<file path="src/rtl/pic8_pkg.sv">
// Shared types and command codes for the eight-line interrupt controller.
// Assumes a byte-wide register bus and eight request lines.
package pic8_pkg;
    typedef enum logic [1:0] {
        SU_IDLE,
        SU_BASE,
        SU_CASC,
        SU_MODE
    } setup_state_e;

    localparam logic [4:0] CMD_EOI_PREFIX = 5'b01100;
    localparam logic [7:0] CMD_SEL_PEND   = 8'h0A;
    localparam logic [7:0] CMD_SEL_SERV   = 8'h0B;
    localparam int         START_BIT      = 4;
    localparam int         AUTO_EOI_BIT   = 1;
endpackage

</file>
<file path="src/rtl/pic8_cfg.sv">
// Setup sequencer and register file: decodes bus writes into setup words,
// the mask, read selection and end-of-interrupt commands.
// Assumes writes are single-cycle strobes and address 0 is the command port.
module pic8_cfg
    import pic8_pkg::*;
#(
    parameter int N_LINES = 8,
    localparam int IDXW = $clog2(N_LINES),
    localparam int VBW  = 8 - IDXW
) (
    input  logic            clk,
    input  logic            rst_n,
    input  logic            wr,
    input  logic            addr,
    input  logic [7:0]      wdata,
    output logic            ready,
    output logic            start_cmd,
    output logic [7:0]      mask,
    output logic [VBW-1:0]  base_hi,
    output logic [7:0]      casc,
    output logic            auto_eoi,
    output logic            rd_serv,
    output logic            eoi_valid,
    output logic [IDXW-1:0] eoi_idx
);
    setup_state_e st;

    // Command decode shared by the sequencer and the in-service logic.
    always_comb begin
        start_cmd = wr && !addr && wdata[START_BIT];
        eoi_valid = wr && !addr && ready && !wdata[START_BIT]
                    && (wdata[7:3] == CMD_EOI_PREFIX);
        eoi_idx   = wdata[IDXW-1:0];
    end

    // Setup sequence, mask and read-select registers.
    always_ff @(posedge clk) begin
        if (!rst_n) begin
            st       <= SU_IDLE;
            ready    <= 1'b0;
            mask     <= 8'hFF;
            base_hi  <= '0;
            casc     <= 8'h00;
            auto_eoi <= 1'b0;
            rd_serv  <= 1'b0;
        end else if (start_cmd) begin
            st      <= SU_BASE;
            ready   <= 1'b0;
            rd_serv <= 1'b0;
        end else if (wr && addr) begin
            case (st)
                SU_BASE: begin base_hi <= wdata[7:IDXW]; st <= SU_CASC; end
                SU_CASC: begin casc <= wdata; st <= SU_MODE; end
                SU_MODE: begin
                    auto_eoi <= wdata[AUTO_EOI_BIT];
                    st       <= SU_IDLE;
                    ready    <= 1'b1;
                end
                default: if (ready) mask <= wdata;
            endcase
        end else if (wr && !addr && ready) begin
            if (wdata == CMD_SEL_PEND) rd_serv <= 1'b0;
            else if (wdata == CMD_SEL_SERV) rd_serv <= 1'b1;
        end
    end

    // the mode word is the last one; it makes the controller ready.
    p_setup_done_r2: assert property (@(posedge clk) disable iff (!rst_n)
        (st == SU_MODE && wr && addr && !wdata[START_BIT] && !start_cmd) |=> ready);
    // no readiness while the sequence is in flight.
    p_busy_not_ready_r13: assert property (@(posedge clk) disable iff (!rst_n)
        (st != SU_IDLE) |-> !ready);
endmodule

</file>
<file path="src/rtl/pic8_pend.sv">
// Pending-request register: one bit per line set on a rising input edge
// and cleared when that line is accepted by an acknowledge.
// Assumes request inputs are synchronous to clk.
module pic8_pend #(
    parameter int N_LINES = 8
) (
    input  logic               clk,
    input  logic               rst_n,
    input  logic [N_LINES-1:0] irq,
    input  logic [N_LINES-1:0] clr,
    output logic [N_LINES-1:0] pend
);
    logic [N_LINES-1:0] prev;

    for (genvar k = 0; k < N_LINES; k++) begin : g_line
        // Edge capture for one line; a fresh edge wins over a clear.
        always_ff @(posedge clk) begin
            if (!rst_n) begin
                prev[k] <= 1'b0;
                pend[k] <= 1'b0;
            end else begin
                prev[k] <= irq[k];
                pend[k] <= (pend[k] && !clr[k]) || (irq[k] && !prev[k]);
            end
        end

        // a rising edge always leaves the line pending.
        p_edge_latch_r5: assert property (@(posedge clk) disable iff (!rst_n)
            (irq[k] && !prev[k]) |=> pend[k]);
    end
endmodule

</file>
<file path="src/rtl/pic8_prio.sv">
// Fixed-priority resolver: finds the lowest-index unmasked pending line
// and blocks it when an in-service line of equal or higher priority exists.
// Purely combinational.
module pic8_prio #(
    parameter int N_LINES = 8,
    localparam int IDXW = $clog2(N_LINES)
) (
    input  logic [N_LINES-1:0] req,
    input  logic [N_LINES-1:0] serv,
    output logic               hit,
    output logic [IDXW-1:0]    idx
);
    logic blocked;

    // Pick the winner and test the in-service bits at or above its priority.
    always_comb begin
        idx     = '0;
        blocked = 1'b0;
        for (int i = N_LINES - 1; i >= 0; i--) begin
            if (req[i]) idx = IDXW'(i);
        end
        for (int i = 0; i < N_LINES; i++) begin
            if (i <= int'(idx) && serv[i]) blocked = 1'b1;
        end
        hit = (|req) && !blocked;
    end
endmodule

</file>
<file path="src/rtl/pic8_ctrl.sv">
// Eight-line priority interrupt controller top: in-service register,
// registered interrupt output, vector generation and register read mux.
// Assumes the acknowledge is a single-cycle strobe synchronous to clk.
module pic8_ctrl #(
    parameter int N_LINES = 8,
    localparam int IDXW = $clog2(N_LINES),
    localparam int VBW  = 8 - IDXW
) (
    input  logic               clk,
    input  logic               rst_n,
    input  logic               bus_wr,
    input  logic               bus_addr,
    input  logic [7:0]         bus_wdata,
    output logic [7:0]         bus_rdata,
    input  logic [N_LINES-1:0] irq_in,
    output logic               int_out,
    input  logic               int_ack,
    output logic [7:0]         int_vector,
    output logic [7:0]         cascade_cfg
);
    logic               ready, start_cmd, auto_eoi, rd_serv, eoi_valid;
    logic [7:0]         mask;
    logic [VBW-1:0]     base_hi;
    logic [IDXW-1:0]    eoi_idx, win_idx;
    logic [N_LINES-1:0] pend, serv, take_vec, eoi_vec;
    logic               win_hit, deliver, take;

    pic8_cfg #(.N_LINES(N_LINES)) u_cfg (
        .clk(clk), .rst_n(rst_n), .wr(bus_wr), .addr(bus_addr),
        .wdata(bus_wdata), .ready(ready), .start_cmd(start_cmd),
        .mask(mask), .base_hi(base_hi), .casc(cascade_cfg),
        .auto_eoi(auto_eoi), .rd_serv(rd_serv), .eoi_valid(eoi_valid),
        .eoi_idx(eoi_idx)
    );

    pic8_pend #(.N_LINES(N_LINES)) u_pend (
        .clk(clk), .rst_n(rst_n), .irq(irq_in), .clr(take_vec), .pend(pend)
    );

    pic8_prio #(.N_LINES(N_LINES)) u_prio (
        .req(pend & ~mask), .serv(serv), .hit(win_hit), .idx(win_idx)
    );

    // Acknowledge acceptance, vector and read mux.
    always_comb begin
        deliver    = ready && win_hit;
        take       = int_ack && deliver;
        take_vec   = take ? (N_LINES'(1) << win_idx) : '0;
        eoi_vec    = eoi_valid ? (N_LINES'(1) << eoi_idx) : '0;
        int_vector = {base_hi, deliver ? win_idx : {IDXW{1'b1}}};
        bus_rdata  = bus_addr ? mask : (rd_serv ? serv : pend);
    end

    // In-service register: end-of-interrupt clears, acknowledge sets.
    always_ff @(posedge clk) begin
        if (!rst_n || start_cmd) serv <= '0;
        else serv <= (serv & ~eoi_vec) | (auto_eoi ? '0 : take_vec);
    end

    // Registered interrupt request to the processor.
    always_ff @(posedge clk) begin
        if (!rst_n || start_cmd) int_out <= 1'b0;
        else int_out <= deliver && !int_ack;
    end

    // no interrupt unless setup had completed the cycle before.
    p_int_needs_ready_r1: assert property (@(posedge clk) disable iff (!rst_n)
        int_out |-> $past(ready));
    // the cycle after an acknowledge the interrupt output is low.
    p_ack_drops_int_r7: assert property (@(posedge clk) disable iff (!rst_n)
        int_ack |=> !int_out);
    // an accepted line is in service afterwards in normal mode.
    p_ack_sets_serv_r8: assert property (@(posedge clk) disable iff (!rst_n)
        (take && !auto_eoi && !start_cmd) |=> serv[$past(win_idx)]);
    // automatic end-of-interrupt keeps the in-service register empty.
    p_auto_eoi_empty_r9: assert property (@(posedge clk) disable iff (!rst_n)
        (ready && auto_eoi) |-> (serv == '0));
    // a specific end-of-interrupt clears its bit.
    p_eoi_clears_r10: assert property (@(posedge clk) disable iff (!rst_n)
        (eoi_valid && !int_ack) |=> !serv[$past(eoi_idx)]);
    // a spurious acknowledge leaves the in-service register unchanged.
    p_spurious_keeps_r12: assert property (@(posedge clk) disable iff (!rst_n)
        (int_ack && !deliver && !eoi_valid && !start_cmd) |=> (serv == $past(serv)));
endmodule

</file>
<file path="config.mk">
export PLATFORM = sky130hd
export DESIGN_NAME = pic8_ctrl
export DESIGN_NICKNAME = d
export VERILOG_FILES = /design/src/rtl/pic8_pkg.sv /design/src/rtl/pic8_cfg.sv /design/src/rtl/pic8_pend.sv /design/src/rtl/pic8_prio.sv /design/src/rtl/pic8_ctrl.sv
export SDC_FILE = /design/constraint.sdc
export NUM_CORES = 1
export LEC_CHECK = 0
export BUFFER_PORTS_ARGS = -buffer_cell sky130_fd_sc_hd__buf_4
export CAP_MARGIN = 40
export CORE_MARGIN = 10
export CORE_UTILIZATION = 50
export CTS_CLUSTER_DIAMETER = 80
export CTS_CLUSTER_SIZE = 14
export DETAILED_ROUTE_END_ITERATION = 10
export PLACE_DENSITY_LB_ADDON = 0.08
export REMOVE_ABC_BUFFERS = 1
export SLEW_MARGIN = 15
export SYNTH_ARGS = -nofsm -noshare
export SYNTH_HDL_FRONTEND = slang
export SYNTH_SLANG_ARGS = --single-unit
export TNS_END_PERCENT = 20
</file>
<file path="constraint.sdc">
create_clock -name clk -period 1.8 [get_ports clk]
set_input_delay 0.18 -clock clk [delete_from_list [all_inputs] [get_ports clk]]
set_output_delay 0.18 -clock clk [all_outputs]
set_load 0.02 [all_outputs]
</file>
## Yosys cells after proc, flatten, opt, wreduce, memory -nomap -nowiden

Index checks and enable logic that the tools add are counted.

| word-level totals | value |
|---|---|
| flip-flop bits (word level) | 51 |
| bits of input ports | 21 |

| operators by class | value |
|---|---|
| magnitude comparators | 7 |
| eq/ne operators | 6 |
| shifts and indexed selects | 2 |
| multiplexer cells | 27 |
| bitwise operators | 9 |
| reduce and logical (&&, ||, !) cells | 78 |

Operators with widths:

| operator | count |
|---|---|
| $mux 8 | 5 |
| $logic_and 1x1->1 | 33 |
| $mux 3 | 9 |
| $logic_not 1->1 | 21 |
| $and 8x8->8 | 2 |
| $eq 8x4->1 const B | 2 |
| $not 8->8 | 2 |
| $shl 1x3->8 const A | 2 |
| $le 3x3->1 const A | 4 |
| $mux 1 | 12 |
| $reduce_and 3->1 | 4 |
| $logic_or 1x1->1 | 9 |
| $or 8x8->8 | 1 |
| $reduce_or 8->1 | 1 |
| $le 2x3->1 const A | 2 |
| $pmux 2 s3 | 1 |
| $reduce_and 2->1 | 3 |
| $eq 5x4->1 const B | 1 |
| $eq 2x2->1 const B | 2 |
| $not 1->1 | 4 |
| $reduce_and 4->1 | 1 |
| $reduce_bool 2->1 | 2 |
| $reduce_bool 4->1 | 1 |
| $le 1x3->1 const A | 1 |
| other kinds (4) | 4 |

## Longest topological paths before layout

| depth | value |
|---|---|
| depth in word-level cells | 27 |
| gate-level depth with buffers | 8 |
| depth with buffers taken out | 7 |

## By module

Synthesis repeated with hierarchy kept, for this count alone.

| unflattened totals | value |
|---|---|
| cells, all modules | 289 |
| area, all modules | 2583.7 µm² |

Modules (own cells, without submodules):

| module | instances | cells each | area an instance (µm²) | seq. area each (µm²) |
|---|---|---|---|---|
| pic8_cfg | 1 | 118 | 1172.4 | 520.5 |
| pic8_ctrl | 1 | 98 | 698.2 | 180.2 |
| pic8_pend | 1 | 49 | 549.3 | 320.3 |
| pic8_prio | 1 | 24 | 163.9 | 0.0 |

## Least setup slack after synthesis

OpenSTA, ideal clock, no wires.

| timing | value |
|---|---|
| path kind | register to register |
| start | register u_pend.pend[6] |
| end | register u_pend.pend[2] |
| library setup time | 0.116 ns |
| arrival time | 1.836 ns |
| required time | 1.684 ns |
| slack | -0.152 ns |
| cell stages (with the launch flop) | 9 |
| path through | dfxtp_1 -> nor2b_1 -> nor4_4 -> nand3_2 -> a31oi_1 -> and4_4 -> buf_6 -> nand2_1 -> a31o_1 |

| between the ends | value |
|---|---|
| longest elaborated chain between the ends | 25 |

Ends and longest elaborated chain:

| element | RTL line | text |
|---|---|---|
| from (decl) | pic8_pend.sv:11 | `output logic [N_LINES-1:0] pend` |
| from (signal, indexed assignment) | pic8_pend.sv:23 | `pend[k] <= (pend[k] && !clr[k]) \|\| (irq[k] && !prev[k]);` |
| $and 8x8->8 (*) | pic8_ctrl.sv:41 | `.req(pend & ~mask), .serv(serv), .hit(win_hit), .idx(win_idx)` |
| $mux 3 (7 in a row) | pic8_prio.sv:20 | `if (req[i]) idx = IDXW'(i);` |
| $le 1x3->1 | pic8_prio.sv:23 | `if (i <= int'(idx) && serv[i]) blocked = 1'b1;` |
| $logic_and 1x1->1 | pic8_prio.sv:23 |  |
| $mux 1 (7 in a row) | pic8_prio.sv:23 |  |
| $logic_not 1->1 | pic8_prio.sv:25 | `hit = (\|req) && !blocked;` |
| $logic_and 1x1->1 | pic8_prio.sv:25 |  |
| $logic_and 1x1->1 | pic8_ctrl.sv:46 | `deliver = ready && win_hit;` |
| $logic_and 1x1->1 | pic8_ctrl.sv:47 | `take = int_ack && deliver;` |
| $mux 8 (*) | pic8_ctrl.sv:48 | `take_vec = take ? (N_LINES'(1) << win_idx) : '0;` |
| $logic_not 1->1 (*) | pic8_pend.sv:23 |  |
| $logic_and 1x1->1 (*) | pic8_pend.sv:23 |  |
| $logic_or 1x1->1 (*) | pic8_pend.sv:23 |  |

Every way passes the cells marked *; elsewhere a longest branch is shown, timed or not.
A chain may end at the register's enable or synchronous reset.

## Worst setup path after layout

| timing | value |
|---|---|
| start | register u_pend.pend[7] |
| end | output port int_vector[1] |

| between the ends | value |
|---|---|
| longest elaborated chain between the ends | 22 |

Ends and longest elaborated chain:

| element | RTL line | text |
|---|---|---|
| $and 8x8->8 (*) | pic8_ctrl.sv:41 |  |
| $mux 3 (8 in a row) | pic8_prio.sv:20 |  |
| $le 1x3->1 | pic8_prio.sv:23 |  |
| $logic_and 1x1->1 | pic8_prio.sv:23 |  |
| $mux 1 (7 in a row) | pic8_prio.sv:23 |  |
| $logic_not 1->1 | pic8_prio.sv:25 |  |
| $logic_and 1x1->1 | pic8_prio.sv:25 |  |
| $logic_and 1x1->1 | pic8_ctrl.sv:46 |  |
| $mux 3 (*) | pic8_ctrl.sv:50 | `int_vector = {base_hi, deliver ? win_idx : {IDXW{1'b1}}};` |
| to (decl) | pic8_ctrl.sv:18 | `output logic [7:0] int_vector,` |

Marks and branches as above.

==> results by group <==
Power
  – Pwr dens: 614 nW/µm²
  – Peak supply drop: 0.491 mV
  – Register share of total power: 57.8%
  – Net Sw Frac: 24.5%
  – Lkg Pwr: 1.42 nW
  – Sw power: 0.499 mW
  – Comb pwr share: 11.9%
  – Tot Pwr: 2.04 mW
  – Cell internal pwr: 1.54 mW
  – Clock Power Share: 30.4%

Min path
  – HP Class: primary input to flop
  – Worst hold start: irq_in[2]
  – Worst Hold Depth: 3
  – Hold Path End: u_pend.prev[2]

Synth
  – Top cells by area, synth: dfxtp_1 (41%), nand2_1 (9.4%), mux2i_1 (6.1%)
  – Cell taking the most area after synthesis: dfxtp_1
  – Post-synthesis cell count: 303
  – Syn Area/Cell: 8.16 µm²
  – Async set-reset flop share out of synthesis: 0%
  – Synth Flop Type: dfxtp_1
  – Yosys cell types: 40
  – Synth Register Bits: 51
  – Post-synth EDFFs: 0
  – Ys Warns: 0
  – Post-Syn Area: 2470 µm²
  – Seq/Total Area, Yosys: 41.3%
  – Synth top area share: 41.3%

Job
  – Max cap viols: 0

Final layout
  – Most frequent cells in the layout: buf_4 (82), nand2_1 (61), dfxtp_1 (48), o21ai_0 (17), nor2b_1 (17)
  – Commonest non-fill, non-tap cell in the layout: buf_4
  – Final Util: 69.7%
  – Layout Nets: 402
  – Non-Filler Instances: 447
  – Area delta synth->final: 34.0%
  – Design area: 3320 µm²
  – N_diodes: 0
  – Fraction of layout cells with a size suffix above 1: 31.1%

Global route
  – First-pass GRT wire length: 11200 µm
  – Via count of the first global-routing pass: 2354
  – GRT Overall Usage: 16.4%
  – Initial antenna violation count: 0
  – Gr ovfl total: 0
  – Pin count of the biggest net entering global routing: 27

Detailed routing
  – Vias per inst: 5.45
  – Post-route DRC: 0
  – Total Wirelength: 7120 µm
  – WL per Instance: 15.9 µm
  – Routed Antenna Nets: 0
  – DR pass1 iterations: 5
  – Via count: 2438
  – DRT iter0 DRCs: 164

Floorplan
  – Chip height: 90.3 µm
  – Starting Density: 52.0%
  – Core area: 4750 µm²
  – Ports: 46
  – Die X: 90.3 µm
  – Die area: 8160 µm²
  – Rows: 25

STA
  – Final TNS setup: -4.52 ns
  – Final period util: 121%
  – Final setup margin: -0.386 ns
  – Final Max Tran Viols: 0
  – Final Hold Fails: 0
  – Post-route clock skew: 0.00537 ns
  – Slew @ Worst Pin: 0.471 ns
  – Rel. slew slack: 68.2%
  – Minimum clock period after layout: 2.19 ns
  – Final hold slack: 0.0747 ns
  – RSZ-0062 raised after global routing: yes
  – Maximum clock rate: 457 MHz
  – Setup violators final: 20

Clocking
  – Total CTS buffers: 5
  – Hold Buf Count CTS: 0
  – H-tree Lvls: 2
  – CTS Sinks: 51
  – CTS tree: yes
  – Maximum clock path buffer count: 2
  – Clock tree root buffer cell: clkbuf_8
  – Clk_lat worst skew: 0.30 ns
  – Clock transition at path regs: 0.09 ns

Setup path
  – CP dominant cell by count: nand3_2
  – Critical R2R Launch: u_pend.pend[7]
  – Crit-path max cell delay: 0.34 ns
  – RR Endpoint: serv[3]
  – Slowest CP cell: dfxtp_2
  – R2R cell count: 9
  – CP cell instances: nor2b_4 > nor4_4 > buf_4 > nand3_2 > a31oi_2 > and4_4 > nand3_2 > buf_6
  – FF-to-FF setup slack: -0.30 ns
  – Setup crit start kind: flop
  – CP Capture Type: output pin
  – Worst Path Max Fanout: 6
  – WP data arrival: 2.01 ns
  – Critical path data required time: 1.62 ns
  – Crit Path Category: flop to output pin

Place
  – Placed standard-cell area: 3070 µm²
  – Dpl cells: 432
  – PortBufs: 45
  – RD Place Congestion: 0.924
  – DP Wirelength: 5180 µm
  – Pre-CTS setup slack: -0.289 ns

Status
  – Failing checks: negative setup slack
  – Status: finished with violations
-- state kept, by name (all words and copies together), names as in the netlist --
register        flops
u_cfg.mask          8
u_cfg.ready         1
u_cfg.st            2
u_cfg.auto_eoi      1
u_pend.prev         8
serv                8
u_cfg.casc          8
u_cfg.rd_serv       1
u_pend.pend         8
u_cfg.base_hi       5
int_out             1
-- worst max-delay path, delay by kind of cell, from the launching register on --
kind,cells,cell delay [ns]
flops,1,0.34
buf+inv,2,0.33
simple gates,5,0.86
compound gates,1,0.17
-- metal layers --
metal | global-route usage [%] | wire length, µm
met1 | 19.9 | 3200
met2 | 27.8 | 3360
met3 | 4.66 | 453
met4 | 3.98 | 106
met5 | 0 | 0
-- cell usage after synthesis (all sizes together) (2+ instances only) --
cell type / number
a21boi: 9
a21oi: 6
a31oi: 4
a32o: 4
and2: 12
and3: 2
buf: 3
clkbuf: 11
dfxtp: 51
inv: 7
mux2i: 15
nand2: 62
nand2b: 8
nand3: 17
nand4: 5
nor2: 15
nor2b: 23
nor3: 2
nor4: 2
o211ai: 5
o21ai: 20
o31ai: 5
-- kinds of logic after synthesis --
family,after synthesis,synth area share (%)
buffers and inverters,21,3.59
multiplexers,16,6.52
flip-flops,51,41.3
AO/OA/AOI/OAI,62,17.3
AND/OR/NAND/NOR,153,31.3
-- worst max-delay path by stage --
stage | cells after the start | end | start | slack (ns)
after floorplan | 7 | u_pend.pend[2] | u_pend.pend[6] | -0.10
after global placement | 7 | serv[3] | u_pend.pend[7] | -0.29
after detailed placement | 7 | u_pend.pend[4] | u_pend.pend[6] | -0.29
after CTS | 7 | int_vector[1] | u_pend.pend[5] | -0.39
after global routing | 8 | int_vector[1] | u_pend.pend[6] | -0.50
final | 8 | int_vector[1] | u_pend.pend[7] | -0.39
-- power groups by stage --
stage	combinational, mW	clock [mW]	sequential (mW)
3_3_place_gp	0.235	0	1.20
2_1_floorplan	0.0977	0	1.20
5_1_grt	0.263	0.677	1.18
3_5_place_dp	0.237	0	1.20
6_report	0.241	0.619	1.18
4_1_cts	0.240	0.627	1.18
-- area by class of cell --
cell class	instances	area, µm²
Multi-Input combinational cell	231	1460
Tap cell	67	83.8
Clock buffer	6	72.6
Inverter	7	26.3
Sequential cell	51	1020
Timing Repair Buffer	85	649
Fill cell	420	1440
-- timing repair --
action	4_1_cts	5_1_grt
pin swaps	8	4
gates resized for setup	20	11
setup buffers	6	3
setup endpoints to repair	20	20
Power figures use the tool's default switching activity.
